**config.mk**
```make
export PLATFORM = sky130hd
export DESIGN_NAME = ovl_acc_core
export DESIGN_NICKNAME = d
export VERILOG_FILES = /design/src/rtl/ovl_pkg.sv /design/src/rtl/ovl_seq.sv /design/src/rtl/ovl_pc.sv /design/src/rtl/ovl_alu.sv /design/src/rtl/ovl_exec.sv /design/src/rtl/ovl_acc_core.sv
export SDC_FILE = /design/constraint.sdc
export NUM_CORES = 1
export LEC_CHECK = 0
export BUFFER_PORTS_ARGS = -buffer_cell sky130_fd_sc_hd__buf_2
export CORE_MARGIN = 2
export CORE_UTILIZATION = 40
export DETAILED_ROUTE_END_ITERATION = 6
export HOLD_SLACK_MARGIN = 0.05
export MAX_ROUTING_LAYER = met4
export PLACE_DENSITY = 0.61
export SYNTH_ARGS = -nofsm -noshare
export SYNTH_HDL_FRONTEND = slang
export SYNTH_HIERARCHICAL = 1
export SYNTH_SLANG_ARGS = --single-unit
```
**constraint.sdc**
```tcl
create_clock -name clk -period 3.1 [get_ports clk]
set_input_delay 0.465 -clock clk [delete_from_list [all_inputs] [get_ports clk]]
set_output_delay 0.465 -clock clk [all_outputs]
set_load 0.005 [all_outputs]
```
**src/rtl/ovl_pkg.sv**
```systemverilog
package ovl_pkg;

    typedef enum logic [1:0] {
        ST_FETCH  = 2'd0,
        ST_DECODE = 2'd1,
        ST_IMM    = 2'd2,
        ST_BRA0   = 2'd3
    } seq_state_t;

    localparam logic [7:0] OP_ADC_IMM = 8'h69;
    localparam logic [7:0] OP_BMI     = 8'h30;
    localparam logic [7:0] OP_NOP     = 8'hEA;

endpackage

```
**src/rtl/ovl_seq.sv**
```systemverilog
module ovl_seq
    import ovl_pkg::*;
#(
    parameter int DATA_W = 8
) (
    input  logic              clk,
    input  logic              rst_n,
    input  logic [DATA_W-1:0] din,
    output seq_state_t        state_q,
    output logic              pc_advance,
    output logic              alu_capture,
    output logic              branch_cycle
);

    seq_state_t state_d;

    // state register
    always_ff @(posedge clk or negedge rst_n) begin
        if (!rst_n) begin
            state_q <= ST_FETCH;
        end else begin
            state_q <= state_d;
        end
    end

    // transitions
    always_comb begin
        state_d = state_q;
        unique case (state_q)
            ST_FETCH:  state_d = ST_DECODE;
            ST_DECODE: begin
                if (din == DATA_W'(OP_ADC_IMM)) begin
                    state_d = ST_IMM;
                end else if (din == DATA_W'(OP_BMI)) begin
                    state_d = ST_BRA0;
                end else if (din == DATA_W'(OP_NOP)) begin
                    state_d = ST_FETCH;
                end else begin
                    state_d = ST_FETCH;
                end
            end
            ST_IMM:    state_d = ST_DECODE;
            ST_BRA0:   state_d = ST_DECODE;
            default:   state_d = ST_FETCH;
        endcase
    end

    // outputs
    always_comb begin
        pc_advance   = 1'b0;
        alu_capture  = 1'b0;
        branch_cycle = 1'b0;
        unique case (state_q)
            ST_FETCH:  pc_advance = 1'b1;
            ST_DECODE: pc_advance = (din == DATA_W'(OP_ADC_IMM)) ||
                                    (din == DATA_W'(OP_BMI));
            ST_IMM: begin
                pc_advance  = 1'b1;
                alu_capture = 1'b1;
            end
            ST_BRA0: begin
                pc_advance   = 1'b1;
                branch_cycle = 1'b1;
            end
            default: pc_advance = 1'b0;
        endcase
    end

endmodule

```
**src/rtl/ovl_pc.sv**
```systemverilog
module ovl_pc #(
    parameter int                ADDR_W   = 16,
    parameter int                DATA_W   = 8,
    parameter logic [ADDR_W-1:0] RESET_PC = 16'h0200
) (
    input  logic              clk,
    input  logic              rst_n,
    input  logic              pc_advance,
    input  logic              branch_cycle,
    input  logic              take_branch,
    input  logic [DATA_W-1:0] offset,
    output logic [ADDR_W-1:0] addr
);

    localparam int EXT_W = ADDR_W - DATA_W;

    logic [ADDR_W-1:0] pc_q;
    logic [ADDR_W-1:0] offset_ext;
    logic [ADDR_W-1:0] target;

    assign offset_ext = {{EXT_W{offset[DATA_W-1]}}, offset};
    assign target     = pc_q + offset_ext;

    // address selection: current PC except for a taken branch
    always_comb begin
        if (branch_cycle && take_branch) begin
            addr = target;
        end else begin
            addr = pc_q;
        end
    end

    always_ff @(posedge clk or negedge rst_n) begin
        if (!rst_n) begin
            pc_q <= RESET_PC;
        end else if (pc_advance) begin
            pc_q <= addr + ADDR_W'(1);
        end
    end

endmodule

```
**src/rtl/ovl_alu.sv**
```systemverilog
module ovl_alu #(
    parameter int DATA_W = 8
) (
    input  logic [DATA_W-1:0] op_a,
    input  logic [DATA_W-1:0] op_b,
    input  logic              cin,
    output logic [DATA_W-1:0] sum,
    output logic              cout
);

    logic [DATA_W:0] wide;

    always_comb begin
        wide = {1'b0, op_a} + {1'b0, op_b} + (DATA_W + 1)'(cin);
        sum  = wide[DATA_W-1:0];
        cout = wide[DATA_W];
    end

endmodule

```
**src/rtl/ovl_exec.sv**
```systemverilog
module ovl_exec #(
    parameter int DATA_W = 8
) (
    input  logic              clk,
    input  logic              rst_n,
    input  logic              alu_capture,
    input  logic [DATA_W-1:0] alu_sum,
    input  logic              alu_cout,
    output logic [DATA_W-1:0] acc,
    output logic              carry,
    output logic              negative
);

    logic [DATA_W-1:0] res_q;
    logic              wb_pend;

    always_ff @(posedge clk or negedge rst_n) begin
        if (!rst_n) begin
            res_q    <= '0;
            wb_pend  <= 1'b0;
            acc      <= '0;
            carry    <= 1'b0;
            negative <= 1'b0;
        end else begin
            wb_pend <= alu_capture;
            if (alu_capture) begin
                res_q    <= alu_sum;
                carry    <= alu_cout;
                negative <= alu_sum[DATA_W-1];
            end
            // delayed write overlaps the next instruction's decode
            if (wb_pend) begin
                acc <= res_q;
            end
        end
    end

endmodule

```
**src/rtl/ovl_acc_core.sv**
```systemverilog
module ovl_acc_core
    import ovl_pkg::*;
#(
    parameter int                ADDR_W   = 16,
    parameter int                DATA_W   = 8,
    parameter logic [ADDR_W-1:0] RESET_PC = 16'h0200
) (
    input  logic              clk,
    input  logic              rst_n,
    input  logic [DATA_W-1:0] din,
    output logic [ADDR_W-1:0] addr,
    output logic [DATA_W-1:0] acc,
    output logic              carry,
    output logic              negative
);

    seq_state_t        state_q;
    logic              pc_advance;
    logic              alu_capture;
    logic              branch_cycle;
    logic [DATA_W-1:0] alu_sum;
    logic              alu_cout;

    ovl_seq #(
        .DATA_W(DATA_W)
    ) u_seq (
        .clk         (clk),
        .rst_n       (rst_n),
        .din         (din),
        .state_q     (state_q),
        .pc_advance  (pc_advance),
        .alu_capture (alu_capture),
        .branch_cycle(branch_cycle)
    );

    ovl_pc #(
        .ADDR_W  (ADDR_W),
        .DATA_W  (DATA_W),
        .RESET_PC(RESET_PC)
    ) u_pc (
        .clk         (clk),
        .rst_n       (rst_n),
        .pc_advance  (pc_advance),
        .branch_cycle(branch_cycle),
        .take_branch (negative),
        .offset      (din),
        .addr        (addr)
    );

    ovl_alu #(
        .DATA_W(DATA_W)
    ) u_alu (
        .op_a(acc),
        .op_b(din),
        .cin (carry),
        .sum (alu_sum),
        .cout(alu_cout)
    );

    ovl_exec #(
        .DATA_W(DATA_W)
    ) u_exec (
        .clk        (clk),
        .rst_n      (rst_n),
        .alu_capture(alu_capture),
        .alu_sum    (alu_sum),
        .alu_cout   (alu_cout),
        .acc        (acc),
        .carry      (carry),
        .negative   (negative)
    );

endmodule

```
==> impl_metrics.toml, run 1 <==
[outcome]
status = "finished, final reports clean"

[critical_path]
crit_chain = "ha_2 > fa_2 > a211oi_2 > buf_4 > o211ai_1 > a211o_1 > nand3_2 > o311a_1 > and4_1 > mux2i_2 > xor2_1"
critical_path_buf_inv_count = 1
r2r_slack_ns = 0.09
required_ns = 3.32
arrival_ns = 3.23
end_kind = "flip-flop"
slowest_delay_ns = 0.43
startpoint = "u_pc/pc_q[0]$_DFFE_PN0P_"
slowest_stage = "dfrtp_1"
crit_fanout = 4
rr_worst_depth = 11
r2r-start = "u_pc/pc_q[0]$_DFFE_PN0P_"
cp_top_family = "compound AO/OA/AOI/OAI gates"
rr_endpoint = "u_pc/pc_q[15]$_DFFE_PN0P_"
critPathLaunchType = "flip-flop"
worstSetupPathType = "flip-flop to flip-flop"

[synth]
ys_seq_area_share_pct = 27.8
synth.area.top_cells = "dfrtp_1 (27%), ha_1 (8.9%), mux2_4 (8.3%), nand2_1 (4.2%), xnor2_1 (3.8%)"
async_flop_share_pct = 100
synth_edf_count = 0
synth.net_count = 375
synth_warnings = 6
synth.most_common_cell = "nand2_1"
syn_area_per_cell_sq_um = 9.58
synth_top_cells_by_count = "nand2_1 (36), dfrtp_1 (35), ha_1 (23), a21oi_1 (20), mux2_4 (18)"
synth_area_sq_um = 3250
ys.flop_type = "dfrtp_1"
yosysTopAreaCell = "dfrtp_1"
netlist_instances = 339
netlist.area_leader.share_pct = 27.0
synth_seq_cells = 36
synth_cell_types = 71

[global_route]
grt_pass1_wl_mm = 14.1
grt_max_degree = 37
track_usage_pct = 20.8
antenna_found_initial = 0
grt_pass1_vias = 2882
overflow = 0

[drt]
ant_nets = 0
drc = 0
drt_wl_total_mm = 8.52
route.vias.total = 2879
first_pass_iters = 4
routedWlPerCell_um = 16.7
viasPerCell = 5.63
dr.first_iter.drc_count = 137

[timing]
hold_viol = 0
rsz0062_at_grt = "true"
tns_ns = 0
fin_skew_ns = 0.0105
slew_headroom_pct = 41.8
tightest_slew_ns = 0.874
post-route-min-period_ns = 3.01
finalSetupViolations = 0
drv_slew = 0
timing.fmax_ghz = 0.333
fin_crit_sh_pct = 97.0

[final_layout]
final_cell_area_sq_um = 4030
drive_gt1_share_pct = 37.2
utilization_pct = 51.7
antennaDiodeCount = 0
fin_nets = 444
syn_to_final_growth_pct = 24.2

[power]
power_mw = 2.36
irDropWorstVdd_uv = 440
power_density_nw_per_um2 = 585
switchingPower_mw = 0.947
pwr-share-comb_pct = 54.7
p_leak_nw = 1.87
switching_share_pct = 40.1
p_seq_share_pct = 26.2
clkPwrFrac_pct = 19.1
p_int_mw = 1.41

[floorplan]
die_x_um = 94.1
start_util_pct = 41.6
rows = 32
fp.dieH_um = 94.1
core_area_sq_um = 7810
design.die.area_sq_um = 8850
pin_count = 36

[clock_network]
cts_buffers = 5
cts_tree = "done"
postCtsHoldBufs = 0
cts-root-buf = "clkbuf_8"
insertion_delay_ns = 0.30
clk_path_buf_depth = 2
path_clk_slew_ns = 0.09
h-tree-depth = 2
cts.sinks = 36

[min_path]
hold_class = "primary input to async pin"

[placement]
postPlaceCellArea_sq_um = 3710
portBuffers = 35
routabilityCongestion = 0.878
place_hpwl_mm = 6.29

[job]
timing.max_cap.violations = 0
==> state kept, by name (all words and copies together), names as in the netlist <==
signal,count
u_exec/carry,1
u_pc/pc_q,16
u_exec/acc,8
u_exec/wb_pend,1
u_exec/negative,1
u_exec/res_q,7
u_seq/state_q,2
==> timing repair <==
action | in CTS | in global routing
resized for setup | 6 | 19
setup buffers | 1 | 8
setup endpoints to repair | 2 | 10
pin swaps | 0 | 16
==> metal layers <==
layer	global-route usage (%)	part of all wire [%]	up-vias
li1	-	-	1414
met1	25.8	45	1396
met2	36.0	50	59
met3	2.17	2.7	10
met4	6.04	2.0	0
met5	-	0	-
==> cells by family after synthesis <==
group | share of synthesized area, %
multiplexers | 12.1
AO/OA/AOI/OAI | 21.1
AND/OR/NAND/NOR | 19.5
adder cells (fa/ha/maj) | 10.7
flip-flops | 27.8
buffers and inverters | 3.39
XOR/XNOR | 5.40
==> metrics by stage <==
stage               instances  hold slack [ns]  setup WS, ns
global placement          494            0.463        0.0319
finish                    511            0.275        0.0936
global route              511            0.364       -0.0634
CTS                       503            0.318       -0.0235
floorplan                 339            0.169         0.163
detailed placement        494            0.473        -0.113
==> power by group through the flow <==
stage	registers [mW]	logic, mW	clock network (mW)
3_3_place_gp	0.611	1.11	0
6_report	0.617	1.29	0.450
2_1_floorplan	0.591	0.769	0
3_5_place_dp	0.613	1.12	0
5_1_grt	0.627	1.42	0.485
4_1_cts	0.611	1.19	0.460
==> worst max path at each step <==
stage | endpoint | slack (ns) | cells after the start
2_1_floorplan | u_pc/pc_q[15]$_DFFE_PN0P_ | 0.16 | 10
3_3_place_gp | u_pc/pc_q[15]$_DFFE_PN0P_ | 0.03 | 11
3_5_place_dp | u_pc/pc_q[15]$_DFFE_PN0P_ | -0.11 | 11
4_1_cts | addr[15] | -0.02 | 10
5_1_grt | u_pc/pc_q[15]$_DFFE_PN0P_ | -0.06 | 11
6_report | u_pc/pc_q[15]$_DFFE_PN0P_ | 0.09 | 11
==> layout by cell type, fill, tap and decap left out, drive strengths merged, types with 2 or more instances in the layout <==
master,Yosys,final
a211o,3,3
o21ai,14,14
a22oi,2,2
xnor2,14,14
inv,11,12
o2111ai,4,4
o21a,2,2
o21bai,2,2
a211oi,5,5
a21oi,21,21
or3,2,2
fa,3,3
mux2,27,27
o211a,2,2
mux2i,2,2
nand4,5,5
buf,7,75
nor3,4,4
clkbuf,6,5
a31o,2,2
o211ai,6,6
a311oi,2,2
or4,3,3
nand3,19,19
nand2b,4,4
and3,5,5
and2,5,5
or4b,2,2
nor2,15,15
nand2,36,36
a21o,10,10
dfrtp,35,35
a31oi,5,5
ha,23,23
xor2,6,6
nor2b,5,5
==> area by class of cell <==
class	count	area, sq um
clock buffers	5	68.8
clock inverters	3	46.3
fillers	749	3770
inverters	11	41.3
multi-input cells	279	2370
flip-flops and latches	36	903
well taps	102	128
repair buffers	75	479
Power figures use the tool's default switching activity.
==> run 2, diff against run 1 <==
CORE_ASPECT_RATIO = 0.5   (was unset)
==> impl_metrics.toml, run 2 (synthesis gave the netlist of run 1 again) <==
[placement]
portBuffers = 35
routabilityCongestion = 0.841
post-place-cells = 498
place_hpwl_mm = 6.61

[critical_path]
cpMostUsedCell = "buf_6"
r2r-start = "u_pc/pc_q[0]$_DFFE_PN0P_"
rr_endpoint = "u_pc/pc_q[15]$_DFFE_PN0P_"
crit_chain = "ha_4 > fa_2 > a211oi_4 > buf_4 > o211ai_1 > a211o_1 > nand3_2 > buf_6 > buf_6"
slowest_stage = "fa_2"
required_ns = 2.63
end_kind = "primary output"
crit_fanout = 3
critPathLaunchType = "flip-flop"
slowest_delay_ns = 0.43
arrival_ns = 2.57
rr_worst_depth = 11
r2r_slack_ns = 0.16
worstSetupPathType = "flip-flop to primary output"

[drt]
route.vias.total = 2880
dr.first_iter.drc_count = 146
routedWlPerCell_um = 16.5
ant_nets = 0
drt_wl_total_mm = 8.50
viasPerCell = 5.58
first_pass_iters = 4
drc = 0

[timing]
drv_slew = 0
timing.fmax_ghz = 0.330
fin_skew_ns = 0.00495
fin_crit_sh_pct = 97.7
finalSetupViolations = 0
hold_viol = 0
rsz0062_at_grt = "true"
hold_slack_ns = 0.277
post-route-min-period_ns = 3.03
slew_headroom_pct = 45.0
tightest_slew_ns = 0.825

[power]
power_density_nw_per_um2 = 595
p_int_mw = 1.51
switchingPower_mw = 0.918
clkPwrFrac_pct = 23.7
irDropWorstVdd_uv = 286
switching_share_pct = 37.8
pwr-share-comb_pct = 50.7
p_seq_share_pct = 25.6
power_mw = 2.43
p_leak_nw = 1.87

[clock_network]
postCtsHoldBufs = 0
h-tree-depth = 2
cts_buffers = 5
path_clk_slew_ns = 0.06
cts-root-buf = "clkbuf_16"
clk_path_buf_depth = 2
insertion_delay_ns = 0.29
cts.sinks = 36
cts_tree = "done"

[global_route]
grt_max_degree = 37
grt_pass1_wl_mm = 13.7
overflow = 0
track_usage_pct = 20.3
grt_pass1_vias = 2779
antenna_found_initial = 0

[floorplan]
fp.dieH_um = 67.7
die_x_um = 131
core_area_sq_um = 7940
start_util_pct = 40.9
design.die.area_sq_um = 8900
rows = 23
pin_count = 36

[final_layout]
syn_to_final_growth_pct = 25.6
largest_reg_flops = 16
layout.cells.non_filler = 516
drive_gt1_share_pct = 36.4
layout_common_cells = "nand2_1 (35), buf_2 (34), buf_4 (34)"
fin_nets = 439
layout_commonest_cell = "nand2_1"
largest_register = "u_pc/pc_q"
antennaDiodeCount = 0
largestRegisters = "u_pc/pc_q (16), u_exec/acc (8), u_exec/res_q (7)"

[min_path]
hold_class = "primary input to async pin"

[job]
timing.max_cap.violations = 0

[outcome]
status = "finished, final reports clean"
[run 2: cell count changes in the layout (fill, tap and decap cells not counted), moves of 2 or more]
cell       delta
buf_4         -5
clkbuf_16     +5
clkbuf_8      -5
ha_2          -2
[run 2: worst max-delay path by stage]
stage | end | from | slack, ns
after floorplan | u_pc/pc_q[15]$_DFFE_PN0P_ | din[0] | 0.16
after CTS | addr[15] | u_pc/pc_q[4]$_DFFE_PN0P_ | 0.0002
final | addr[12] | u_pc/pc_q[0]$_DFFE_PN0P_ | 0.07
after global routing | u_pc/pc_q[15]$_DFFE_PN0P_ | u_pc/pc_q[0]$_DFFE_PN0P_ | -0.05
after detailed placement | u_pc/pc_q[15]$_DFFE_PN0P_ | din[0] | -0.12
after global placement | u_pc/pc_q[15]$_DFFE_PN0P_ | din[0] | -0.07
[run 2: power groups by stage]
stage	clock network, mW	registers (mW)	logic, mW
3_3_place_gp	0	0.612	1.05
2_1_floorplan	0	0.591	0.769
6_report	0.576	0.623	1.23
5_1_grt	0.614	0.631	1.36
4_1_cts	0.589	0.611	1.09
3_5_place_dp	0	0.616	1.07
[run 2: worst max-delay path, delay by kind of cell (launching register included)]
family	cells	cell delay [ns]
adder cells (fa/ha/maj)	2	0.62
buffers and inverters	3	0.35
AND/OR/NAND/NOR	1	0.08
flip-flops	1	0.42
AO/OA/AOI/OAI	3	0.81
[run 2: cell type report]
| class | instances | area (sq um) |
|---|---|---|
| fillers | 738 | 3860 |
| multi-input cells | 279 | 2380 |
| flip-flops and latches | 36 | 905 |
| repair buffers | 70 | 448 |
| well taps | 112 | 140 |
| clock buffers | 5 | 125 |
| clock inverters | 3 | 42.5 |
| inverters | 11 | 41.3 |
[run 2: timing repair]
action / 4_1_cts / 5_1_grt
setup buffers: 0 / 10
pin swaps: 0 / 17
hold endpoints to repair: 0 / 0
endpoints found under the setup margin: 2 / 11
gates resized for setup: 2 / 26
[run 2: metrics by stage]
step	util [%]	area [sq um]	setup TNS [ns]	worst slack, ns
final	51.4	4080	0	0.0699
after global routing	51.4	4080	-0.176	-0.0475
after CTS	48.7	3870	0	0.000199
after detailed placement	46.3	3680	-0.261	-0.117
after global placement	46.3	3680	-0.0736	-0.0708
after floorplan	-	3250	0	0.163
[run 2: metal layers]
| metal | up-vias | track usage [%] | routed length (um) |
|---|---|---|---|
| met5 | - | - | 0 |
| met2 | 72 | 36.1 | 4140 |
| li1 | 1396 | - | - |
| met3 | 9 | 5.18 | 280 |
| met1 | 1403 | 23.6 | 3980 |
| met4 | 0 | 5.03 | 105 |
